==> config.mk <==
export PLATFORM = sky130hd
export DESIGN_NAME = wavetimer
export DESIGN_NICKNAME = d
export VERILOG_FILES = /design/src/rtl/wt_pkg.sv /design/src/rtl/wt_ctrl.sv /design/src/rtl/wt_count.sv /design/src/rtl/wt_wave.sv /design/src/rtl/wavetimer.sv
export SDC_FILE = /design/constraint.sdc
export NUM_CORES = 1
export LEC_CHECK = 0
export BUFFER_PORTS_ARGS = -buffer_cell sky130_fd_sc_hd__buf_2
export CAP_MARGIN = 30
export CORE_ASPECT_RATIO = 0.5
export CORE_MARGIN = 8
export CORE_UTILIZATION = 43
export DETAILED_ROUTE_END_ITERATION = 10
export HOLD_SLACK_MARGIN = 0.1
export PLACE_DENSITY = 0.65
export SYNTH_ARGS = -nofsm -noshare
export SYNTH_HDL_FRONTEND = slang
export SYNTH_SLANG_ARGS = --single-unit
==> constraint.sdc <==
create_clock -name clk -period 4.8 [get_ports clk]
set_clock_uncertainty 0.15 [all_clocks]
set_input_delay 0.72 -clock clk [delete_from_list [all_inputs] [get_ports clk]]
set_output_delay 0.72 -clock clk [all_outputs]
set_load 0.01 [all_outputs]
==> src/rtl/wt_pkg.sv <==
package wt_pkg;
  typedef enum logic [1:0] {
    WM_NORMAL = 2'd0,
    WM_PHASE  = 2'd1,
    WM_CLRCMP = 2'd2,
    WM_FAST   = 2'd3
  } wt_mode_e;

  localparam int CSW   = 3;
  localparam int NTICK = (1 << CSW) - 1;

  localparam int B_FORCE = 7;
  localparam int B_MODE0 = 6;
  localparam int B_ACT1  = 5;
  localparam int B_ACT0  = 4;
  localparam int B_MODE1 = 3;

  localparam logic [1:0] A_CTL = 2'd0;
  localparam logic [1:0] A_CNT = 2'd1;
  localparam logic [1:0] A_CMP = 2'd2;

  function automatic logic is_pwm(wt_mode_e m);
    return (m == WM_PHASE) || (m == WM_FAST);
  endfunction
endpackage

==> src/rtl/wt_ctrl.sv <==
module wt_ctrl import wt_pkg::*; #(
  parameter int W = 8
) (
  input  logic           clk,
  input  logic           rst_n,
  input  logic           wr_en,
  input  logic [1:0]     wr_addr,
  input  logic [W-1:0]   wr_data,
  input  logic           top_evt,
  input  logic           bot_evt,
  output wt_mode_e       mode,
  output logic [1:0]     act,
  output logic [CSW-1:0] csel,
  output logic           force_stb,
  output logic [1:0]     force_act,
  output logic           cnt_wr,
  output logic [W-1:0]   cmp_buf,
  output logic [W-1:0]   cmp_live
);
  logic     ctl_wr;
  logic     cmp_wr;
  logic     pwm_load;
  wt_mode_e new_mode;

  always_comb begin
    ctl_wr    = wr_en && (wr_addr == A_CTL);
    cmp_wr    = wr_en && (wr_addr == A_CMP);
    cnt_wr    = wr_en && (wr_addr == A_CNT);
    new_mode  = wt_mode_e'({wr_data[B_MODE1], wr_data[B_MODE0]});
    force_act = wr_data[B_ACT1:B_ACT0];
    // strobe only acts when the mode being written is a non-PWM one
    force_stb = ctl_wr && wr_data[B_FORCE] && !is_pwm(new_mode);
    pwm_load  = ((mode == WM_PHASE) && top_evt) || ((mode == WM_FAST) && bot_evt);
  end

  always_ff @(posedge clk) begin
    if (!rst_n) begin
      mode     <= WM_NORMAL;
      act      <= '0;
      csel     <= '0;
      cmp_buf  <= '0;
      cmp_live <= '0;
    end else begin
      if (ctl_wr) begin
        mode <= new_mode;
        act  <= force_act;
        csel <= wr_data[CSW-1:0];
      end
      if (cmp_wr) cmp_buf <= wr_data;
      if (!is_pwm(mode)) cmp_live <= cmp_wr ? wr_data : cmp_buf;
      else if (pwm_load) cmp_live <= cmp_buf;
    end
  end
endmodule

==> src/rtl/wt_count.sv <==
module wt_count import wt_pkg::*; #(
  parameter int W = 8
) (
  input  logic             clk,
  input  logic             rst_n,
  input  wt_mode_e         mode,
  input  logic [CSW-1:0]   csel,
  input  logic [NTICK-1:0] tick_in,
  input  logic             cnt_wr,
  input  logic [W-1:0]     wr_data,
  input  logic [W-1:0]     cmp_live,
  output logic [W-1:0]     cnt,
  output logic             rising,
  output logic             hit,
  output logic             top_evt,
  output logic             bot_evt,
  output logic             ovf_q,
  output logic             cmp_q
);
  localparam logic [W-1:0] MAXV = '1;
  localparam logic [W-1:0] ONE  = W'(1);

  logic [NTICK:0] tick_ext;
  logic           tick_ok;
  logic           sup_q;
  logic           at_max;
  logic           ovf_evt;
  logic [W-1:0]   nxt;

  always_comb begin
    tick_ext = {tick_in, 1'b0};          // select 0 maps to a constant 0
    tick_ok  = tick_ext[csel] && !cnt_wr;
    at_max   = (cnt == MAXV);
    hit      = tick_ok && !sup_q && (cnt == cmp_live);
    case (mode)
      WM_PHASE:  nxt = ((rising && !at_max) || (!rising && (cnt == '0))) ? cnt + ONE : cnt - ONE;
      WM_CLRCMP: nxt = hit ? '0 : cnt + ONE;
      default:   nxt = cnt + ONE;
    endcase
    ovf_evt = tick_ok && ((mode == WM_PHASE) ? (nxt == '0) : at_max);
    top_evt = tick_ok && (mode == WM_PHASE) && (nxt == MAXV);
    bot_evt = tick_ok && (mode == WM_FAST) && at_max;
  end

  always_ff @(posedge clk) begin
    if (!rst_n) begin
      cnt    <= '0;
      rising <= 1'b1;
      sup_q  <= 1'b0;
      ovf_q  <= 1'b0;
      cmp_q  <= 1'b0;
    end else begin
      ovf_q <= ovf_evt;
      cmp_q <= hit;
      if (cnt_wr) begin
        cnt   <= wr_data;
        sup_q <= 1'b1;
      end else if (tick_ok) begin
        cnt   <= nxt;
        sup_q <= 1'b0;
        if (mode == WM_PHASE) begin
          if (nxt == MAXV) rising <= 1'b0;
          else if (nxt == '0) rising <= 1'b1;
        end
      end
    end
  end
endmodule

==> src/rtl/wt_wave.sv <==
module wt_wave import wt_pkg::*; (
  input  logic       clk,
  input  logic       rst_n,
  input  wt_mode_e   mode,
  input  logic [1:0] act,
  input  logic       hit,
  input  logic       rising,
  input  logic       bot_evt,
  input  logic       force_stb,
  input  logic [1:0] force_act,
  output logic       wave
);
  function automatic logic apply_act(logic [1:0] a, logic cur);
    case (a)
      2'b01:   return !cur;
      2'b10:   return 1'b0;
      2'b11:   return 1'b1;
      default: return cur;
    endcase
  endfunction

  logic nxt;

  always_comb begin
    nxt = wave;
    if (force_stb) begin
      nxt = apply_act(force_act, wave);
    end else begin
      case (mode)
        WM_NORMAL, WM_CLRCMP: if (hit) nxt = apply_act(act, wave);
        WM_FAST: if (act[1]) begin
          if (bot_evt) nxt = !act[0];
          else if (hit) nxt = act[0];
        end
        WM_PHASE: if (act[1] && hit) nxt = rising ? act[0] : !act[0];
        default: nxt = wave;
      endcase
    end
  end

  always_ff @(posedge clk) begin
    if (!rst_n) wave <= 1'b0;
    else        wave <= nxt;
  end
endmodule

==> src/rtl/wavetimer.sv <==
module wavetimer import wt_pkg::*; #(
  parameter int W = 8
) (
  input  logic             clk,
  input  logic             rst_n,
  input  logic             wr_en,
  input  logic [1:0]       wr_addr,
  input  logic [W-1:0]     wr_data,
  input  logic [1:0]       rd_addr,
  output logic [W-1:0]     rd_data,
  input  logic [NTICK-1:0] tick_in,
  input  logic             dir_en,
  output logic             wave_out,
  output logic             wave_own,
  output logic             pin_en,
  output logic             ovf_flag,
  output logic             cmp_flag
);
  wt_mode_e       mode_w;
  logic [1:0]     mode_bits;
  logic [1:0]     act_w;
  logic [CSW-1:0] csel_w;
  logic           force_stb;
  logic [1:0]     force_act;
  logic           cnt_wr;
  logic [W-1:0]   cmp_buf;
  logic [W-1:0]   cmp_live;
  logic [W-1:0]   cnt_q;
  logic           rising;
  logic           hit;
  logic           top_evt;
  logic           bot_evt;

  wt_ctrl #(.W(W)) u_ctrl (
    .clk(clk), .rst_n(rst_n), .wr_en(wr_en), .wr_addr(wr_addr), .wr_data(wr_data),
    .top_evt(top_evt), .bot_evt(bot_evt), .mode(mode_w), .act(act_w), .csel(csel_w),
    .force_stb(force_stb), .force_act(force_act), .cnt_wr(cnt_wr),
    .cmp_buf(cmp_buf), .cmp_live(cmp_live)
  );

  wt_count #(.W(W)) u_count (
    .clk(clk), .rst_n(rst_n), .mode(mode_w), .csel(csel_w), .tick_in(tick_in),
    .cnt_wr(cnt_wr), .wr_data(wr_data), .cmp_live(cmp_live), .cnt(cnt_q),
    .rising(rising), .hit(hit), .top_evt(top_evt), .bot_evt(bot_evt),
    .ovf_q(ovf_flag), .cmp_q(cmp_flag)
  );

  wt_wave u_wave (
    .clk(clk), .rst_n(rst_n), .mode(mode_w), .act(act_w), .hit(hit), .rising(rising),
    .bot_evt(bot_evt), .force_stb(force_stb), .force_act(force_act), .wave(wave_out)
  );

  always_comb begin
    mode_bits = mode_w;
    wave_own  = (act_w != 2'b00);
    pin_en    = wave_own && dir_en;
    rd_data   = '0;
    case (rd_addr)
      A_CTL:   rd_data[7:0] = {1'b0, mode_bits[0], act_w, mode_bits[1], csel_w};
      A_CNT:   rd_data = cnt_q;
      A_CMP:   rd_data = cmp_buf;
      default: rd_data = '0;
    endcase
  end
endmodule

==> metrics.txt <==
dpl ws 1.13 ns; Top FF cell, synth dfxtp_1; initial core utilization 45.3%; Ports 36; worst r2r dst u_ctrl.cmp_live[4]; Synth Area in Compound Gates 23.4%; grt total ovfl 0; count of final hold-check violations 0; fin crit share 78.4%; antenna fix cells 0; total number of vias 2751; core area 6160 µm²; DRT Pass-1 Iters 5; maximum vdd drop 0.000160 V; DIE AREA 9470 µm²; cts repair resizes 0; ranking of synthesized cells by area dfxtp_1 26%, mux2i_1 10%, nand2_1 5.1%, o21ai_0 4.7%, nor2b_1 4.0%; crit-path max FO 11; DP HPWL 6100 µm; final core utilization 51.2%; Yosys top cell area share 25.9%; largest area contributor in the netlist dfxtp_1; wire per inst 17.9 µm; first-pass GRT wire length 13600 µm; result of the run completed; Hold Buf Count CTS 0; initial antenna violation count 0; setup total negative slack 0 ns; FMAX 0.266 GHz; Core Rows 20; crit path capture type register; Final Slew Violations 0; Worst-Margin Slew 0.765 ns; Synth cell types 58; number of port buffers 35; Syn Nets 381; most common cell after layout, fill and taps aside nand2_1; largest family of logic cells by synthesized area simple AND/OR/NAND/NOR gates; worst reg-to-reg setup slack 1.03 ns; Hold Path Class reg2reg; sequential element share of the synthesized area 25.9%; xor/xnor share of the synthesized area 4.40%; Leak 1.28 nW; Post-Synth Simple-Gate Area 25.5%; PwrDens 265 nW/µm²; RR Startpoint u_count.cnt[0]; most frequent cells in the layout 38 x nand2_1, 36 x dfxtp_1, 35 x buf_2, 28 x mux2i_1, 26 x o21ai_0; EDFF count, synth 0; CP endpoint u_ctrl.cmp_live[4]; Tot GR Track Use 18.1%; flops & latches, synth 36; Ys Warns 0; H-tree lvl count 2; largest net degree at the start of global routing 44; Worst Setup Start Kind register; post-synthesis mux area share 12.1%; Initial DRC Count 384; Syn Inst Count 351; CTS Buf Count 5; Final Critical Period 3.77 ns; Synth Area in Adders 3.14%; clock latency on the worst-skew pair 0.28 ns; root buffer cell clkbuf_16; Inst Count DP 454; placed inst area 2990 µm²; Final Instance Count excl. Fillers 462; PnR worst setup slack 1.03 ns; Die Wd 130 µm; area grow syn2layout 13.1%; Synth async-reset ratio 0%; clock buffer depth 2; Die Height 72.9 µm; Mean Syn Cell Area 7.94 µm²; maxcap violations 0; fraction of layout cells with a size suffix above 1 14.7%; Post-Route WL 8250 µm; Layout Nets 403; clk slew on worst S/H paths 0.05 ns; Data required, critical path 4.80 ns; R2R depth 10; Vias/cell 5.95; CTS sink cnt 36; post-synthesis cell area 2790 µm²; Remaining DRCs 0; Final GP Congestion 1.01; antenna-violating nets left 0; setup violators final 0; Crit. Startpoint u_count.cnt[0]; vias in the first global route 2668; setup repair bufs after CTS 0; CTS tree built; unrepaired setup endpoints after global routing no; arrival time worst endpoint 3.76 ns; Max-Slew Margin vs Limit 48.5%; Post-Layout Inst Area 3150 µm²; Crit Path Class reg2reg
kinds of logic after synthesis:
logic type | count (synthesis)
AO/OA/AOI/OAI | 94
buffers and inverters | 35
adder cells (fa/ha/maj) | 7
XOR/XNOR | 14
multiplexers | 32
AND/OR/NAND/NOR | 133
flip-flops | 36
cells in the mapped netlist, types with 6 or more instances:
cell and count:
nand2_1 38, dfxtp_1 36, mux2i_1 28, o21ai_0 26, nor2_1 22, nor2b_1 18
a21oi_1 16, clkbuf_1 14, inv_1 11, nand2b_1 10, o211ai_1 10, xor2_1 10
nand4_1 8, ha_1 7, and2_1 6, nand3_1 6
how the worst min path moves through the flow:
| stage | startpoint | end | slack (ns) | depth (start not counted) |
|---|---|---|---|---|
| detailed placement | u_ctrl.cmp_live[6] | u_ctrl.cmp_live[6] | 0.32 | 2 |
| CTS | u_ctrl.cmp_live[6] | u_ctrl.cmp_live[6] | 0.32 | 2 |
| global route | u_ctrl.cmp_live[6] | u_ctrl.cmp_live[6] | 0.34 | 2 |
| floorplan | u_ctrl.cmp_live[3] | u_ctrl.cmp_live[3] | 0.30 | 2 |
| finish | u_ctrl.cmp_live[1] | u_ctrl.cmp_live[1] | 0.32 | 2 |
| global placement | u_ctrl.cmp_live[5] | u_ctrl.cmp_live[5] | 0.31 | 2 |
layer usage:
metal | wire length (µm) | GRT usage (%)
met1 | 3480 | 22.3
met2 | 3880 | 30.1
met3 | 754 | 4.45
met4 | 147 | 6.76
met5 | 0 | 0
final cells by class:
type	instances	area (µm²)
Fill cell	608	3000
Multi-Input combinational cell	280	1910
Sequential cell	36	721
Timing Repair Buffer	39	205
Clock buffer	6	129
Tap cell	88	110
Inverter	11	41.3
Clock inverter	2	35.0
stage by stage:
step,total power [mW],hold slack (ns)
2_1_floorplan,0.430,0.300
5_1_grt,0.872,0.338
3_3_place_gp,0.473,0.308
6_report,0.836,0.323
3_5_place_dp,0.476,0.316
4_1_cts,0.842,0.324
registers in the layout, summed over array words and instances, names as in the netlist:
signal / count
u_count.cnt: 8
u_ctrl.cmp_buf: 8
u_ctrl.cmp_live: 8
u_ctrl.csel: 3
u_ctrl.act: 2
u_ctrl.mode: 2
u_count.cmp_q: 1
u_count.ovf_q: 1
u_count.rising: 1
u_count.sup_q: 1
u_wave.wave: 1
critical path, cell delays in order (launching register included):
cell,delay (ns)
dfxtp_1,0.60
inv_1,0.16
ha_1,0.32
nor3b_1,0.19
a22oi_1,0.54
nand3_1,0.31
o211ai_1,0.26
o221ai_1,0.24
a211oi_1,0.50
a21oi_4,0.20
mux2i_1,0.16
power by group:
| group | leakage, nW | switching [mW] | total, mW | internal, mW |
|---|---|---|---|---|
| Sequential | 0.293 | 0.0178 | 0.329 | 0.311 |
| Combinational | 0.907 | 0.0859 | 0.144 | 0.0585 |
| Clock | 0.0808 | 0.119 | 0.363 | 0.244 |
(Power assumes the default switching activity.)
